## src/rtl/extirq_pkg.sv

```systemverilog
package extirq_pkg;

  // Bit positions inside the control/status register
  localparam int BIT_IE   = 0;
  localparam int BIT_LVL  = 1;
  localparam int BIT_ACK  = 2;
  localparam int BIT_FLAG = 3;
  localparam int BIT_PEN  = 4;
  localparam int BIT_PDIS = 5;
  localparam int BIT_POL  = 6;

  typedef struct packed {
    logic pol_hi;    // 1: high is asserted
    logic pull_dis;  // 1: internal pull device off
    logic pin_en;    // 1: pin sampled
    logic mode_lvl;  // 1: edge plus level hold
    logic int_en;    // 1: request unmasked
  } ctrl_t;

  localparam ctrl_t CTRL_RESET = '0;

endpackage

```

## src/rtl/extirq_sync.sv

```systemverilog
module extirq_sync #(
  parameter int STAGES = 2
) (
  input  logic clk,
  input  logic rst,
  input  logic d,
  output logic q
);

  logic [STAGES-1:0] chain;

  for (genvar i = 0; i < STAGES; i++) begin : g_stage
    if (i == 0) begin : g_first
      always_ff @(posedge clk) begin
        if (rst) chain[0] <= 1'b0;
        else     chain[0] <= d;
      end
    end else begin : g_next
      always_ff @(posedge clk) begin
        if (rst) chain[i] <= 1'b0;
        else     chain[i] <= chain[i-1];
      end
    end
  end

  assign q = chain[STAGES-1];

endmodule

```

## src/rtl/extirq_regs.sv

```systemverilog
module extirq_regs
  import extirq_pkg::*;
#(
  parameter int DW = 8
) (
  input  logic          clk,
  input  logic          rst,
  input  logic          bus_wr,
  input  logic [DW-1:0] bus_wdata,
  input  logic          flag_q,
  output ctrl_t         ctrl_q,
  output ctrl_t         ctrl_d,
  output logic          ack_pulse,
  output logic [DW-1:0] bus_rdata
);

  logic [DW-1:0] rd_d;
  logic          unused_wbits;

  // Reserved and read-only bits of the write data are dropped
  assign unused_wbits = ^{bus_wdata[DW-1:BIT_POL+1], bus_wdata[BIT_FLAG]};

  always_comb begin
    ctrl_d = ctrl_q;
    if (bus_wr) begin
      ctrl_d.int_en   = bus_wdata[BIT_IE];
      ctrl_d.mode_lvl = bus_wdata[BIT_LVL];
      ctrl_d.pin_en   = bus_wdata[BIT_PEN];
      ctrl_d.pull_dis = bus_wdata[BIT_PDIS];
      ctrl_d.pol_hi   = bus_wdata[BIT_POL];
    end
  end

  assign ack_pulse = bus_wr & bus_wdata[BIT_ACK];

  always_comb begin
    rd_d           = '0;
    rd_d[BIT_IE]   = ctrl_q.int_en;
    rd_d[BIT_LVL]  = ctrl_q.mode_lvl;
    rd_d[BIT_FLAG] = flag_q;
    rd_d[BIT_PEN]  = ctrl_q.pin_en;
    rd_d[BIT_PDIS] = ctrl_q.pull_dis;
    rd_d[BIT_POL]  = ctrl_q.pol_hi;
  end

  always_ff @(posedge clk) begin
    if (rst) begin
      ctrl_q    <= CTRL_RESET;
      bus_rdata <= '0;
    end else begin
      ctrl_q    <= ctrl_d;
      bus_rdata <= rd_d;
    end
  end

endmodule

```

## src/rtl/extirq_detect.sv

```systemverilog
module extirq_detect
  import extirq_pkg::*;
(
  input  logic  clk,
  input  logic  rst,
  input  logic  pin_sync,
  input  ctrl_t ctrl_q,
  input  logic  ack_pulse,
  output logic  pin_act,
  output logic  edge_hit,
  output logic  flag_d,
  output logic  flag_q
);

  logic prev_act;

  // Asserted-ness of the current sample under the selected polarity
  assign pin_act  = ctrl_q.pol_hi ? pin_sync : ~pin_sync;
  assign edge_hit = ctrl_q.pin_en & pin_act & ~prev_act;

  always_comb begin
    if (!ctrl_q.pin_en)
      flag_d = 1'b0;
    else if (edge_hit)
      flag_d = 1'b1;                       // set beats acknowledge
    else if (ack_pulse && !(ctrl_q.mode_lvl && pin_act))
      flag_d = 1'b0;
    else
      flag_d = flag_q;
  end

  always_ff @(posedge clk) begin
    if (rst) begin
      prev_act <= 1'b0;
      flag_q   <= 1'b0;
    end else begin
      // Disabled pin forgets its history, so enabling at the asserted level flags
      prev_act <= ctrl_q.pin_en & pin_act;
      flag_q   <= flag_d;
    end
  end

endmodule

```

## src/rtl/extirq_ctrl.sv

```systemverilog
module extirq_ctrl
  import extirq_pkg::*;
#(
  parameter int DW          = 8,
  parameter int SYNC_STAGES = 2
) (
  input  logic          clk,
  input  logic          rst,
  input  logic          pin_raw,
  input  logic          bus_wr,
  input  logic [DW-1:0] bus_wdata,
  output logic [DW-1:0] bus_rdata,
  output logic          irq_flag,
  output logic          irq_req,
  output logic          pull_en,
  output logic          pull_up
);

  ctrl_t ctrl_q;
  ctrl_t ctrl_d;
  logic  pin_sync;
  logic  ack_pulse;
  logic  pin_act;
  logic  edge_hit;
  logic  flag_d;
  logic  ie_q;
  logic  mode_q;
  logic  pen_q;

  extirq_sync #(.STAGES(SYNC_STAGES)) u_sync (
    .clk (clk),
    .rst (rst),
    .d   (pin_raw),
    .q   (pin_sync)
  );

  extirq_regs #(.DW(DW)) u_regs (
    .clk       (clk),
    .rst       (rst),
    .bus_wr    (bus_wr),
    .bus_wdata (bus_wdata),
    .flag_q    (irq_flag),
    .ctrl_q    (ctrl_q),
    .ctrl_d    (ctrl_d),
    .ack_pulse (ack_pulse),
    .bus_rdata (bus_rdata)
  );

  extirq_detect u_det (
    .clk       (clk),
    .rst       (rst),
    .pin_sync  (pin_sync),
    .ctrl_q    (ctrl_q),
    .ack_pulse (ack_pulse),
    .pin_act   (pin_act),
    .edge_hit  (edge_hit),
    .flag_d    (flag_d),
    .flag_q    (irq_flag)
  );

  assign ie_q   = ctrl_q.int_en;
  assign mode_q = ctrl_q.mode_lvl;
  assign pen_q  = ctrl_q.pin_en;

  always_ff @(posedge clk) begin
    if (rst) begin
      irq_req <= 1'b0;
      pull_en <= 1'b0;
      pull_up <= 1'b1;
    end else begin
      irq_req <= flag_d & ctrl_d.int_en;
      pull_en <= ctrl_d.pin_en & ~ctrl_d.pull_dis;
      pull_up <= ~ctrl_d.pol_hi;
    end
  end

endmodule

```

## config.mk

```make
export PLATFORM = sky130hd
export DESIGN_NAME = extirq_ctrl
export DESIGN_NICKNAME = d
export VERILOG_FILES = /design/src/rtl/extirq_pkg.sv /design/src/rtl/extirq_sync.sv /design/src/rtl/extirq_regs.sv /design/src/rtl/extirq_detect.sv /design/src/rtl/extirq_ctrl.sv
export SDC_FILE = /design/constraint.sdc
export NUM_CORES = 1
export LEC_CHECK = 0
export ABC_AREA = 1
export BUFFER_PORTS_ARGS = -buffer_cell sky130_fd_sc_hd__buf_2
export CAP_MARGIN = 10
export CORE_UTILIZATION = 45
export CTS_BUF_LIST = sky130_fd_sc_hd__clkbuf_4 sky130_fd_sc_hd__clkbuf_8
export DETAILED_ROUTE_END_ITERATION = 8
export GPL_TIMING_DRIVEN = 0
export PLACE_DENSITY = 0.79
export SYNTH_ARGS = -nofsm -noshare
export SYNTH_HDL_FRONTEND = slang
export SYNTH_SLANG_ARGS = --single-unit
```

## constraint.sdc

```tcl
create_clock -name clk -period 2 [get_ports clk]
set_input_delay 0.4 -clock clk [delete_from_list [all_inputs] [get_ports clk]]
set_output_delay 0.4 -clock clk [all_outputs]
set_load 0.01 [all_outputs]
```

==> metrics <==
wire per inst=8.95 µm; area leader, netlist=dfxtp_1; register area share after synthesis=59.9%; worst hold path class=in -> reg; first-pass GRT wire length=1.59 mm; height of the die=38.6 µm; CP top delay family=flip-flops; grt ovf=0; Worst Path Required=1.60 ns; fin util=64.4%; CTS Hold Bufs=0; final hold violations=0; # diodes=0; Post-synth top flop=dfxtp_1; post_cts resized=0; synth cell count leaders=dfxtp_1, nand2_1, inv_1; CP cell instances=buf_2; post-DP HPWL=roughly 700 µm; CTS buffer count=3; FP Rows=12; postcts setup bufs=0; post-synthesis cell count=71; Final Cycle Share=60.6%; Post-Syn Area=602 µm²; final WL=976 µm; synthesis warning total=0; VDD IR-drop max=448 µV; LEAKAGE=0.397 nW; post-synthesis area per instance=between 8 and 9 µm²; layout cells sized above 1=between 30 and 40%; critical path's slowest cell=dfxtp_1; Core ar.=roughly 1200 µm²; Clock Path Buffers=2; synth top area cells=dfxtp_1, nand2_1, inv_1, nor2_1, a21oi_1; Critical Path Max Stage Delay=0.38 ns; PD cells=873 nW/µm²; Max-cap violations=0; DRT iter0 DRCs=10; vias in the first global route=386; crit path DAT=0.81 ns; I/O pin cnt=24; worst-path maximum fanout=4; largest net degree at the start of global routing=11; WS Path Type=reg -> out; Final GP Congestion=0.717; endpoints failing setup=0; clk_lat worst skew=roughly 0.29 ns; clk slew on worst S/H paths=about 0.09 ns; most common cell in the netlist=dfxtp_1; Crit. End Element=primary output; Period minus WS final=1.21 ns; I/O Buffers=19; # DRC=0; H-tree lvl count=1; via count=468; antenna violations before repair=0; Initial Util=51.4%; Unique masters post-synth=14; Post-synth EDFFs=0; flops & latches, synth=18; Slew Viols, Final=0; Area Overhead vs Synth=25.4%; die area=1490 µm²; CTS tree=done; Final nets=108; Worst Setup Start Kind=register; RSZ-0062 raised after global routing=false; antenna-violating nets left=0; die width=38.6 µm; post-route setup TNS=0 ns; Global Route Usage Sum=16.7%; DRT Pass-1 Iters=4; Yosys top cell area share=approximately three fifths; buffers plus inverters on the worst setup path=1; Worst Skew=0.000957 ns; routed vias/inst=~4.3; clock tree sinks=18; CTS root buffer=clkbuf_4; Async SR Flop Fraction=0%; Fmax=826 MHz; final hold slack=a little under 0.3 ns; status=finished, final reports clean
[metal layers]
metal  global-route usage [%]  share of wire (%)  up-vias
met5                        0                  0        -
met4                     12.9                2.6        0
met3                     5.78                7.0        5
met2                     24.6                 48       16
met1                     19.5                 43      194
li1                         -                  -      253
[state kept, by name (all words and copies together), names as in the netlist]
register	cells
pull_en	1
u_regs.ctrl_q	5
irq_req	1
u_sync.chain	1
pull_up	1
u_regs.bus_rdata	6
u_det.flag_q	1
u_sync.q	1
u_det.prev_act	1
[per-stage QoR]
| stage | worst slack, ns | area (µm²) | power (mW) | cells |
|---|---|---|---|---|
| final | 0.789 | 754 | 0.659 | 109 |
| after global routing | 0.745 | 754 | 0.694 | 109 |
| after CTS | 0.774 | 754 | 0.669 | 109 |
| after detailed placement | 0.952 | 718 | 0.450 | 105 |
| after global placement | 0.974 | 718 | 0.448 | 105 |
| after floorplan | 1.20 | 606 | 0.426 | 72 |
[path summary, 6_finish.rpt]
check | startpoint | end | slack (ns) | cells past startpoint
min | rst | u_regs.ctrl_q[4] | 0.30 | 2
min reg2reg | u_sync.chain[0] | u_sync.q | 0.41 | 2
max | u_det.flag_q | irq_flag | 0.79 | 1
max reg2reg | u_regs.ctrl_q[4] | u_det.flag_q | 1.21 | 5
[kinds of logic after synthesis]
logic type / after synthesis / share of synthesized area, %
other: 1 / 0.623
AO/OA/AOI/OAI: 8 / 7.90
AND/OR/NAND/NOR: 28 / 20.2
flip-flops: 18 / 59.9
buffers and inverters: 16 / 11.4
[cell type report]
type	count	area (µm²)
Fill cell	103	417
Sequential cell	18	360
Multi-Input combinational cell	38	176
Timing Repair Buffer	19	95.1
Inverter	13	48.8
Clock buffer	4	36.3
Buffer	3	20.0
Tap cell	14	17.5
[layout by cell type, fill, tap and decap left out, drive strengths merged]
cell    count
a21oi       6
dfxtp      18
o21ai       2
nor2       10
nand2      14
buf        22
inv        13
nand3       1
nor3        2
conb        2
and2        1
clkbuf      4
[where the power goes]
part           switching (mW)  total, mW  leakage [nW]  internal, mW
Combinational          0.0345     0.0603         0.229        0.0258
Clock                   0.107      0.218        0.0210         0.111
Sequential            0.00632      0.381         0.148         0.374
Note: power is estimated with default switching activity, not from simulation.
